[src/rtl/dbg_brk_pkg.sv]
package dbg_brk_pkg;
  localparam int IdW = 8;

  typedef enum logic [1:0] {
    Q_OFF  = 2'b00,
    Q_SEL0 = 2'b01,
    Q_SEL1 = 2'b10,
    Q_ANY  = 2'b11
  } qual_e;

  typedef struct packed {
    logic           data_en;
    logic           after;
    logic [1:0]     size;
    qual_e          dir;
    qual_e          kind;
    qual_e          master;
    logic           asid_en;
    logic [IdW-1:0] asid;
  } chan_cfg_t;

  localparam int CfgW = $bits(chan_cfg_t);

  localparam logic [3:0] REG_A_BASE  = 4'd0;
  localparam logic [3:0] REG_A_MASK  = 4'd1;
  localparam logic [3:0] REG_A_CTRL  = 4'd2;
  localparam logic [3:0] REG_B_BASE  = 4'd3;
  localparam logic [3:0] REG_B_MASK  = 4'd4;
  localparam logic [3:0] REG_B_CTRL  = 4'd5;
  localparam logic [3:0] REG_B_DATA  = 4'd6;
  localparam logic [3:0] REG_B_DMASK = 4'd7;
  localparam logic [3:0] REG_COUNT   = 4'd8;
  localparam logic [3:0] REG_FLAGS   = 4'd9;
endpackage

[src/rtl/brk_chan_cmp.sv]
module brk_chan_cmp
  import dbg_brk_pkg::*;
#(
  parameter int AW = 32
) (
  input  chan_cfg_t       cfg_i,
  input  logic [AW-1:0]   base_i,
  input  logic [AW-1:0]   mask_i,
  input  logic            data_ok_i,
  input  logic            bus_valid_i,
  input  logic [AW-1:0]   bus_addr_i,
  input  logic [IdW-1:0]  bus_asid_i,
  input  logic            bus_cpu_i,
  input  logic            bus_fetch_i,
  input  logic            bus_write_i,
  input  logic [1:0]      bus_size_i,
  output logic            hit_o
);
  function automatic logic qual_ok(qual_e q, logic alt);
    return (q == Q_ANY) || (q == Q_SEL0 && !alt) || (q == Q_SEL1 && alt);
  endfunction

  logic addr_ok, asid_ok, size_ok, type_ok;

  assign addr_ok = ((bus_addr_i ^ base_i) & ~mask_i) == '0;
  assign asid_ok = !cfg_i.asid_en || (cfg_i.asid == bus_asid_i);
  assign size_ok = (cfg_i.size == 2'b00) || (cfg_i.size == bus_size_i);
  assign type_ok = qual_ok(cfg_i.master, !bus_cpu_i) &&
                   qual_ok(cfg_i.kind, !bus_fetch_i) &&
                   qual_ok(cfg_i.dir, bus_write_i);

  assign hit_o = bus_valid_i && addr_ok && asid_ok && size_ok && type_ok &&
                 (!cfg_i.data_en || data_ok_i);
endmodule

[src/rtl/brk_occ_cnt.sv]
module brk_occ_cnt #(
  parameter int CW = 16
) (
  input  logic          clk_i,
  input  logic          rst_ni,
  input  logic          load_i,
  input  logic [CW-1:0] load_val_i,
  input  logic          load_en_i,
  input  logic          hit_i,
  output logic          pass_o,
  output logic          en_o,
  output logic [CW-1:0] cnt_o
);
  localparam logic [CW-1:0] One = {{(CW-1){1'b0}}, 1'b1};

  logic [CW-1:0] cnt_q;
  logic          en_q;

  always_ff @(posedge clk_i or negedge rst_ni) begin
    if (!rst_ni) begin
      cnt_q <= '0;
      en_q  <= 1'b0;
    end else if (load_i) begin
      cnt_q <= load_val_i;
      en_q  <= load_en_i;
    end else if (en_q && hit_i && cnt_q > One) begin
      cnt_q <= cnt_q - One;
    end
  end

  assign pass_o = !en_q || (cnt_q <= One);
  assign en_o   = en_q;
  assign cnt_o  = cnt_q;
endmodule

[src/rtl/brk_timing.sv]
module brk_timing (
  input  logic clk_i,
  input  logic rst_ni,
  input  logic hit_i,
  input  logic after_i,
  input  logic fetch_i,
  input  logic done_i,
  output logic now_o,
  output logic late_o,
  output logic pend_o
);
  logic pend_q, defer;

  assign defer  = after_i && fetch_i;
  assign now_o  = hit_i && !defer;
  assign late_o = pend_q && done_i;

  always_ff @(posedge clk_i or negedge rst_ni) begin
    if (!rst_ni) pend_q <= 1'b0;
    else         pend_q <= (hit_i && defer) || (pend_q && !done_i);
  end

  assign pend_o = pend_q;
endmodule

[src/rtl/dbg_brk_cmp.sv]
module dbg_brk_cmp
  import dbg_brk_pkg::*;
#(
  parameter int RW  = 32,
  parameter int AW  = 32,
  parameter int DW  = 32,
  parameter int CW  = 16,
  parameter int RAW = 4
) (
  input  logic           clk_i,
  input  logic           rst_ni,
  input  logic           wr_en_i,
  input  logic [RAW-1:0] wr_addr_i,
  input  logic [RW-1:0]  wr_data_i,
  input  logic           bus_valid_i,
  input  logic [AW-1:0]  bus_addr_i,
  input  logic [IdW-1:0] bus_asid_i,
  input  logic           bus_cpu_i,
  input  logic           bus_fetch_i,
  input  logic           bus_write_i,
  input  logic [1:0]     bus_size_i,
  input  logic [DW-1:0]  bus_data_i,
  input  logic           exec_done_i,
  output logic           brk_req_o,
  output logic           flag_a_o,
  output logic           flag_b_o
);
  localparam int NCH = 2;

  logic [AW-1:0] base_q [NCH];
  logic [AW-1:0] mask_q [NCH];
  chan_cfg_t     cfg_q  [NCH];
  logic [DW-1:0] bdata_q, bdmask_q;

  logic [NCH-1:0] hit, armed, now, late, pend, flag_q, flag_clr;
  logic           b_data_ok, cnt_pass, cnt_en, cnt_wr, fire_q;
  logic [CW-1:0]  cnt_b;

  function automatic logic sel(logic [RAW-1:0] a);
    return wr_en_i && (wr_addr_i == a);
  endfunction

  always_ff @(posedge clk_i or negedge rst_ni) begin
    if (!rst_ni) begin
      for (int i = 0; i < NCH; i++) begin
        base_q[i] <= '0;
        mask_q[i] <= '0;
        cfg_q[i]  <= '0;
      end
      bdata_q  <= '0;
      bdmask_q <= '0;
    end else begin
      if (sel(RAW'(REG_A_BASE)))  base_q[0] <= wr_data_i[AW-1:0];
      if (sel(RAW'(REG_A_MASK)))  mask_q[0] <= wr_data_i[AW-1:0];
      if (sel(RAW'(REG_A_CTRL)))  cfg_q[0]  <= chan_cfg_t'(wr_data_i[CfgW-1:0]);
      if (sel(RAW'(REG_B_BASE)))  base_q[1] <= wr_data_i[AW-1:0];
      if (sel(RAW'(REG_B_MASK)))  mask_q[1] <= wr_data_i[AW-1:0];
      if (sel(RAW'(REG_B_CTRL)))  cfg_q[1]  <= chan_cfg_t'(wr_data_i[CfgW-1:0]);
      if (sel(RAW'(REG_B_DATA)))  bdata_q   <= wr_data_i[DW-1:0];
      if (sel(RAW'(REG_B_DMASK))) bdmask_q  <= wr_data_i[DW-1:0];
    end
  end

  assign b_data_ok = ((bus_data_i ^ bdata_q) & ~bdmask_q) == '0;
  assign cnt_wr    = sel(RAW'(REG_COUNT));

  for (genvar c = 0; c < NCH; c++) begin : g_ch
    brk_chan_cmp #(.AW(AW)) u_cmp (
      .cfg_i       (cfg_q[c]),
      .base_i      (base_q[c]),
      .mask_i      (mask_q[c]),
      .data_ok_i   ((c == 1) ? b_data_ok : 1'b1),
      .bus_valid_i (bus_valid_i),
      .bus_addr_i  (bus_addr_i),
      .bus_asid_i  (bus_asid_i),
      .bus_cpu_i   (bus_cpu_i),
      .bus_fetch_i (bus_fetch_i),
      .bus_write_i (bus_write_i),
      .bus_size_i  (bus_size_i),
      .hit_o       (hit[c])
    );

    brk_timing u_tim (
      .clk_i   (clk_i),
      .rst_ni  (rst_ni),
      .hit_i   (armed[c]),
      .after_i (cfg_q[c].after),
      .fetch_i (bus_fetch_i),
      .done_i  (exec_done_i),
      .now_o   (now[c]),
      .late_o  (late[c]),
      .pend_o  (pend[c])
    );

    assign flag_clr[c] = sel(RAW'(REG_FLAGS)) && !wr_data_i[c];

    always_ff @(posedge clk_i or negedge rst_ni) begin
      if (!rst_ni) flag_q[c] <= 1'b0;
      else         flag_q[c] <= now[c] || late[c] || (flag_q[c] && !flag_clr[c]);
    end
  end

  brk_occ_cnt #(.CW(CW)) u_cnt (
    .clk_i      (clk_i),
    .rst_ni     (rst_ni),
    .load_i     (cnt_wr),
    .load_val_i (wr_data_i[CW-1:0]),
    .load_en_i  (wr_data_i[RW-1]),
    .hit_i      (hit[1]),
    .pass_o     (cnt_pass),
    .en_o       (cnt_en),
    .cnt_o      (cnt_b)
  );

  assign armed[0] = hit[0];
  assign armed[1] = hit[1] && cnt_pass;

  always_ff @(posedge clk_i or negedge rst_ni) begin
    if (!rst_ni) fire_q <= 1'b0;
    else         fire_q <= |now;
  end

  assign brk_req_o = fire_q || (|late);
  assign flag_a_o  = flag_q[0];
  assign flag_b_o  = flag_q[1];
endmodule

[config.mk]
export PLATFORM = sky130hd
export DESIGN_NAME = dbg_brk_cmp
export DESIGN_NICKNAME = d
export VERILOG_FILES = /design/src/rtl/dbg_brk_pkg.sv /design/src/rtl/brk_chan_cmp.sv /design/src/rtl/brk_occ_cnt.sv /design/src/rtl/brk_timing.sv /design/src/rtl/dbg_brk_cmp.sv
export SDC_FILE = /design/constraint.sdc
export NUM_CORES = 1
export LEC_CHECK = 0
export ABC_CLOCK_PERIOD_IN_PS = 9500
export BUFFER_PORTS_ARGS = -buffer_cell sky130_fd_sc_hd__buf_2
export CORE_MARGIN = 2
export CORE_UTILIZATION = 60
export CTS_BUF_LIST = sky130_fd_sc_hd__clkbuf_16
export DETAILED_ROUTE_END_ITERATION = 10
export PLACE_DENSITY = 0.81
export SKIP_LAST_GASP = 1
export SLEW_MARGIN = 20
export SYNTH_ARGS = -nofsm -noshare
export SYNTH_HDL_FRONTEND = slang
export SYNTH_HIERARCHICAL = 1
export SYNTH_SLANG_ARGS = --single-unit
export TNS_END_PERCENT = 100
[constraint.sdc]
create_clock -name clk_i -period 9.5 [get_ports clk_i]
set_clock_uncertainty 0.05 [all_clocks]
set_input_delay 0.475 -clock clk_i [delete_from_list [all_inputs] [get_ports clk_i]]
set_output_delay 0.475 -clock clk_i [all_outputs]
set_load 0.05 [all_outputs]
==> key figures, run 1 <==
Run status
  • Status: finished, violations left
  • Failing checks: negative hold slack

Cells and area
  • Commonest cells after routing, fill and taps aside: dfrtp_1 (252), mux2_2 (192), buf_2 (119), xnor2_1 (112), o22ai_1 (46)
  • Final core occ: 0.6920
  • Commonest non-fill, non-tap cell in the layout: dfrtp_1
  • Area grow syn2layout: 14.01%
  • Share of cells above drive strength 1: 0.4033
  • Finished Cell Area: 13,380 sq um
  • # nets final: 1,120

Setup path
  • Critical path launch point type: register
  • CP Max Fanout: 6
  • R2r endpoint: u_cnt/cnt_o[15]
  • Crit path kind: register to register
  • Reg2Reg Setup Slack: 5.45 ns
  • Worst Reg2Reg Path Length in Cells: 13
  • Worst EP arrival: 4.44 ns
  • Crit end category: register
  • Setup crit start: bdata_q[16]
  • Req. time, crit path: 9.89 ns
  • Critical R2R Launch: bdata_q[16]

Placed design
  • Gpl congestion: 0.9626
  • Placed Area: 12,580 sq um
  • DP HPWL: 18.61 mm
  • Port Buffers: 120

Synthesis
  • EDFF count, synth: 0
  • Syn_nets: 996
  • Synth warnings: 6
  • Synthesis-stage register bit count: 252
  • Share of the synthesized area in the top cell type: 0.5373
  • Synth unique cells: 58
  • Post-Syn Area per Cell: 13.40 sq um
  • Synth Instances: 876
  • Post-synth top area cell: dfrtp_1
  • Synthesized area: 11,740 sq um
  • Post-synthesis sequential area ratio: 0.5373
  • Synth Flop Type: dfrtp_1
  • Synth top area cells: dfrtp_1 (54%), mux2_2 (18%), xnor2_1 (8.4%)
  • Post-synth ARST share: 1.000

Clock network
  • CTS buffer count: 26
  • CTS Buffer Depth: 3
  • Clock transition at path regs: 0.06 ns
  • CTS tree: yes
  • Post-CTS Setup Bufs: 0
  • Root Buffer: clkbuf_16
  • Clk sink count: 252
  • Hold-fix buffer count after cts: 0
  • H-Tree Depth: 1
  • Number of gates resized after cts: 0
  • Worst skew pair latency: 0.52 ns

Power and ir drop
  • Leakage: 5.839 nW
  • Peak VDD IR: 0.1571 mV
  • P per Cell Area: 224.0 nW/um^2

STA
  • Slew @ Worst Pin: 1.021 ns
  • Final min period: 4.052 ns
  • RSZ-0062 raised after global routing: false
  • Tcrit/Tclk final: 0.4266
  • Max Slew Vio Count: 0
  • Final setup viols: 0
  • Fin. Hold Viols: 14
  • Setup_tns: 0 ns
  • Hold_ws: -0.03964 ns
  • Rel. slew slack: 0.3175
  • F_max: 246.8 MHz

Run
  • Max cap viols: 0

Route
  • Pre-antenna DRT Iters: 5
  • Antenna viol nets, final: 0
  • Via count: 7,532
  • Drt drc: 0
  • Vias per cell: 5.861
  • Drt total wl: 26.95 mm
  • WL/cell: 20.97 um
  • DR iter-0 viols: 336

Floorplan
  • Core area: 19,330 sq um
  • Std cell rows: 51
  • Die width: 143.9 um
  • Die area: 20,700 sq um
  • I/O pins: 121
  • Die height: 143.9 um
  • Initial Util: 0.6070

GRT
  • Pin count of the biggest net entering global routing: 114
  • Overflow after GRT: 0
  • Global-route usage over all layers: 0.2686
  • First-pass GRT wire length: 42.35 mm
  • Vias in the first global route: 7,716
  • Antenna violations before repair: 3

Min path
  • Worst Hold Class: primary input to async pin
## metrics by stage
step / power [W] / std cells / hold slack, ns / setup WS (ns)
finish: 0.002998 / 1285 / -0.03964 / 5.448
CTS: 0.003018 / 1283 / 0.01496 / 5.506
floorplan: 0.001893 / 876 / 0.1294 / 6.229
detailed placement: 0.002097 / 1236 / 0.4377 / 5.370
global placement: 0.002063 / 1236 / 0.4322 / 5.439
global route: 0.003149 / 1285 / 0.02181 / 5.099
## registers in the layout (all words and copies together) (netlist names), 2 cells and up
name               count
g_ch.u_tim/pend_o      2
u_cnt/cnt_o           16
cfg_q                 38
bdata_q               32
mask_q                64
base_q                64
bdmask_q              32
## layer usage
| metal | part of all wire | track usage |
|---|---|---|
| met3 | 0.066 | 0.06165 |
| met4 | 0.034 | 0.09030 |
| met2 | 0.46 | 0.4218 |
| met5 | 0.00059 | 0 |
| met1 | 0.44 | 0.3719 |
## layout make-up
class | count | area, sq um
Tap cell | 265 | 331.6
Timing Repair Buffer | 129 | 698.2
Sequential cell | 252 | 6306
Inverter | 9 | 33.78
Clock inverter | 20 | 90.09
Fill cell | 1419 | 5954
Multi-Input combinational cell | 582 | 5243
Antenna cell | 1 | 2.502
Clock buffer | 27 | 675.6
## cells by family (layout without fill, tap and decap cells)
group	Yosys count	count (layout)	synth area share
xor gates and xnor gates	113	113	0.08433
AOI/OAI and AO/OA	103	103	0.05864
muxes	235	235	0.2346
buffers and inverters	42	185	0.01855
DFF	252	252	0.5373
and+or+nand+nor	128	128	0.06407
other	1	2	0.0003195
adders and majority gates	2	2	0.002132
## report_power, final
part	switching [W]	total [W]	internal, W
registers	0.000159	0.00148	0.00132
clock network	0.000404	0.000915	0.000511
logic	0.000253	0.000607	0.000354
total	0.000815	0.00300	0.00218
## how the worst max path moves through the flow
stage | cells past startpoint | slack [ns] | end
after floorplan | 14 | 6.23 | u_cnt/cnt_o[10]
after global placement | 14 | 5.44 | u_cnt/cnt_o[15]
after detailed placement | 14 | 5.37 | u_cnt/cnt_o[15]
after CTS | 13 | 5.51 | u_cnt/cnt_o[15]
after global routing | 13 | 5.10 | u_cnt/cnt_o[15]
final | 13 | 5.45 | u_cnt/cnt_o[15]
## synthesized netlist by cell type (8+ instances only)
| master | instances |
|---|---|
| mux2_2 | 192 |
| o22ai_1 | 46 |
| xnor2_1 | 112 |
| mux2_4 | 30 |
| nor4_1 | 8 |
| nor2_1 | 31 |
| dfrtp_1 | 252 |
| nand2_1 | 20 |
| mux2_1 | 9 |
| inv_1 | 8 |
| nand3_1 | 11 |
| o21ai_0 | 16 |
| buf_2 | 21 |
| a31oi_1 | 11 |
## critical path: stages (launching register included)
cell       delay (ns)
dfrtp_1          0.39
xnor2_1          0.16
o22ai_1          0.14
nor4_1           0.57
and4_1           0.31
nand2b_2         0.14
o2111ai_2        0.13
nor4_2           0.28
nand2_1          0.10
nor4_2           0.36
and4bb_1         0.40
o311ai_0         0.29
or4_1            0.47
a31oi_1          0.17
No activity file was read; power rests on OpenSTA's default activity.
==> run 2, diff against run 1 <==
--- a/config.mk
+++ b/config.mk
@@ -5,13 +5,13 @@
 export SDC_FILE = /design/constraint.sdc
 export NUM_CORES = 1
 export LEC_CHECK = 0
-export ABC_CLOCK_PERIOD_IN_PS = 9500
+export ABC_CLOCK_PERIOD_IN_PS = 3810
 export BUFFER_PORTS_ARGS = -buffer_cell sky130_fd_sc_hd__buf_2
 export CORE_MARGIN = 2
-export CORE_UTILIZATION = 60
+export CORE_UTILIZATION = 59
 export CTS_BUF_LIST = sky130_fd_sc_hd__clkbuf_16
 export DETAILED_ROUTE_END_ITERATION = 10
-export PLACE_DENSITY = 0.81
+export PLACE_DENSITY = 0.8
 export SKIP_LAST_GASP = 1
 export SLEW_MARGIN = 20
 export SYNTH_ARGS = -nofsm -noshare
==> constraint.sdc (replaced) <==
create_clock -name clk_i -period 3.81 [get_ports clk_i]
set_clock_uncertainty 0.05 [all_clocks]
set_input_delay 0.1905 -clock clk_i [delete_from_list [all_inputs] [get_ports clk_i]]
set_output_delay 0.1905 -clock clk_i [all_outputs]
set_load 0.05 [all_outputs]
==> run 2 against run 1 <==
The flow now finishes without violations. First-iteration DRC count rose by 71%. Combinational power rose to 2.6 times the previous value. Global-route usage rose by 0.072 points. Sequential power rose by 150%. Routed wire length rose by 2.8%. Non-clock buffer count rose by 26. Via count rose by 1.6%. Core utilization rose by 1.0 points. Clock power rose to 2.7 times the previous value. Count of clock-buffer cells in the layout fell by 1.
==> key figures, run 2 (synthesis gave the netlist of run 1 again) <==
Setup path
  • Req. time, crit path: 4.21 ns
  • Critical path launch point type: register
  • Worst Reg2Reg Path Length in Cells: 13
  • Worst EP arrival: 3.96 ns
  • Crit path kind: register to register
  • CP Max Fanout: 6
  • Critical R2R Launch: bdata_q[3]
  • Crit end category: register
  • R2r endpoint: u_cnt/cnt_o[2]
  • Reg2Reg Setup Slack: 0.25 ns

Clock network
  • CTS tree: yes
  • H-Tree Depth: 1
  • Clk sink count: 252
  • Worst skew pair latency: 0.53 ns
  • Root Buffer: clkbuf_16
  • CTS buffer count: 26
  • Clock transition at path regs: 0.06 ns
  • CTS Buffer Depth: 3

STA
  • Max Slew Vio Count: 0
  • Tcrit/Tclk final: 0.9346
  • Fin. Hold Viols: 0
  • Rel. slew slack: 0.2739
  • Setup_tns: 0 ns
  • Slew @ Worst Pin: 1.086 ns
  • Final setup viols: 0
  • F_max: 280.8 MHz
  • Final min period: 3.561 ns

Cells and area
  • Commonest cells after routing, fill and taps aside: dfrtp_1 (252), mux2_2 (192), buf_2 (119), xnor2_1 (112), o22ai_1 (46)
  • Fillers: 1,343
  • Share of cells above drive strength 1: 0.4044
  • Largest regs: base_q (64), mask_q (64), cfg_q (38)
  • Finished Layout Cells: 1,311
  • Final antenna diode count: 0
  • Area grow syn2layout: 16.47%
  • Commonest non-fill, non-tap cell in the layout: dfrtp_1
  • # nets final: 1,146

Floorplan
  • Core area: 19,460 sq um
  • Die width: 145.0 um
  • I/O pins: 121
  • Initial Util: 0.6030
  • Std cell rows: 51
  • Die height: 145.0 um
  • Die area: 21,040 sq um

GRT
  • GRT met3 Usage: 0.04811
  • Pin count of the biggest net entering global routing: 110
  • Grt met1 use: 0.3832
  • Global routing usage on met2: 0.4183
  • Vias in the first global route: 8,116
  • Antenna violations before repair: 1
  • Global-route usage over all layers: 0.2693
  • First-pass GRT wire length: 44.73 mm
  • Overflow after GRT: 0
  • Busiest grt layer: met2

Route
  • Via count: 7,650
  • Pre-antenna DRT Iters: 5
  • Antenna viol nets, final: 0
  • WL/cell: 21.12 um
  • Drt total wl: 27.69 mm
  • DR iter-0 viols: 576
  • Vias per cell: 5.835
  • Drt drc: 0

Power and ir drop
  • Switching Fraction: 0.2731
  • Leakage: 5.961 nW
  • Combinational share of power: 0.202
  • Peak VDD IR: 0.4212 mV
  • P per Cell Area: 560.0 nW/um^2
  • Seq pwr share: 0.481
  • Clock network power share: 0.317
  • P_sw: 0.002090 W
  • Total internal power: 0.005564 W

Min path
  • HP Start: bus_fetch_i
  • Hold endpoint: g_ch[1].u_tim/pend_o
  • Worst Hold Class: primary input to register
  • Worst Hold Depth: 3

Placed design
  • Port Buffers: 120
  • Post-Place Cells: 1,243
  • DP HPWL: 18.88 mm
  • Gpl congestion: 0.8859

Run
  • Max cap viols: 0

Run status
  • Status: completed
==> run 2: cell type report <==
type	count	area, sq um	area share
Multi-Input combinational cell	582	5245	0.3837
Clock inverter	22	166.4	0.01217
Inverter	9	33.78	0.002471
Tap cell	265	331.6	0.02426
Clock buffer	26	650.6	0.04760
Sequential cell	252	6306	0.4613
Timing Repair Buffer	155	935.9	0.06847
==> run 2: layer usage <==
| layer | up-vias | share of wire |
|---|---|---|
| li1 | 3484 | - |
| met5 | - | 0 |
| met3 | 63 | 0.051 |
| met4 | 0 | 0.037 |
| met1 | 3894 | 0.45 |
| met2 | 209 | 0.46 |
==> run 2: power by group through the flow <==
stage	registers, W	clock network, W	logic, W
CTS	0.00368	0.00246	0.00155
global placement	0.00368	0	0.00147
global route	0.00375	0.00259	0.00169
finish	0.00368	0.00243	0.00155
floorplan	0.00362	0	0.00110
detailed placement	0.00372	0	0.00152
==> run 2: timing repair <==
item / CTS / global route
hold buffers: 20 / 0
endpoints found under the hold margin: 193 / 0
gates resized for setup: 0 / 2
setup buffers: 0 / 0
endpoints found under the setup margin: 0 / 3
==> run 2: worst max-delay path by stage <==
stage	start	endpoint	slack, ns
final	bdata_q[3]	u_cnt/cnt_o[2]	0.25
after global routing	bdata_q[3]	u_cnt/cnt_o[2]	-0.005
after detailed placement	bdata_q[15]	u_cnt/cnt_o[15]	0.23
after CTS	bdata_q[3]	u_cnt/cnt_o[15]	0.21
after floorplan	bdata_q[23]	u_cnt/cnt_o[10]	0.62
after global placement	bdata_q[16]	u_cnt/cnt_o[15]	0.29
==> run 2: critical path, stage by stage, from the launching register on <==
cell and delay [ns]:
dfrtp_1 0.39, xnor2_1 0.15, o22ai_1 0.14, nor4_2 0.40
and4_1 0.27, nand2b_2 0.14, o2111ai_2 0.13, nor4_2 0.31
nand2_1 0.10, nor4_2 0.29, buf_4 0.18, nand2_1 0.15
or4b_2 0.63, o21ai_0 0.15
==> run 2: through the flow <==
| stage | area (sq um) | setup WS [ns] | utilization | power, W | hold WS, ns |
|---|---|---|---|---|---|
| 6_report | 13670 | 0.2491 | 0.7023 | 0.007654 | 0.006817 |
| 5_1_grt | 13670 | -0.004522 | 0.7023 | 0.008026 | 0.01178 |
| 4_1_cts | 13660 | 0.2059 | 0.7020 | 0.007684 | 0.0003534 |
| 3_5_place_dp | 12650 | 0.2259 | 0.6498 | 0.005239 | 0.2598 |
| 3_3_place_gp | 12650 | 0.2894 | 0.6498 | 0.005150 | 0.2635 |
| 2_1_floorplan | 11740 | 0.6224 | - | 0.004720 | -0.1551 |
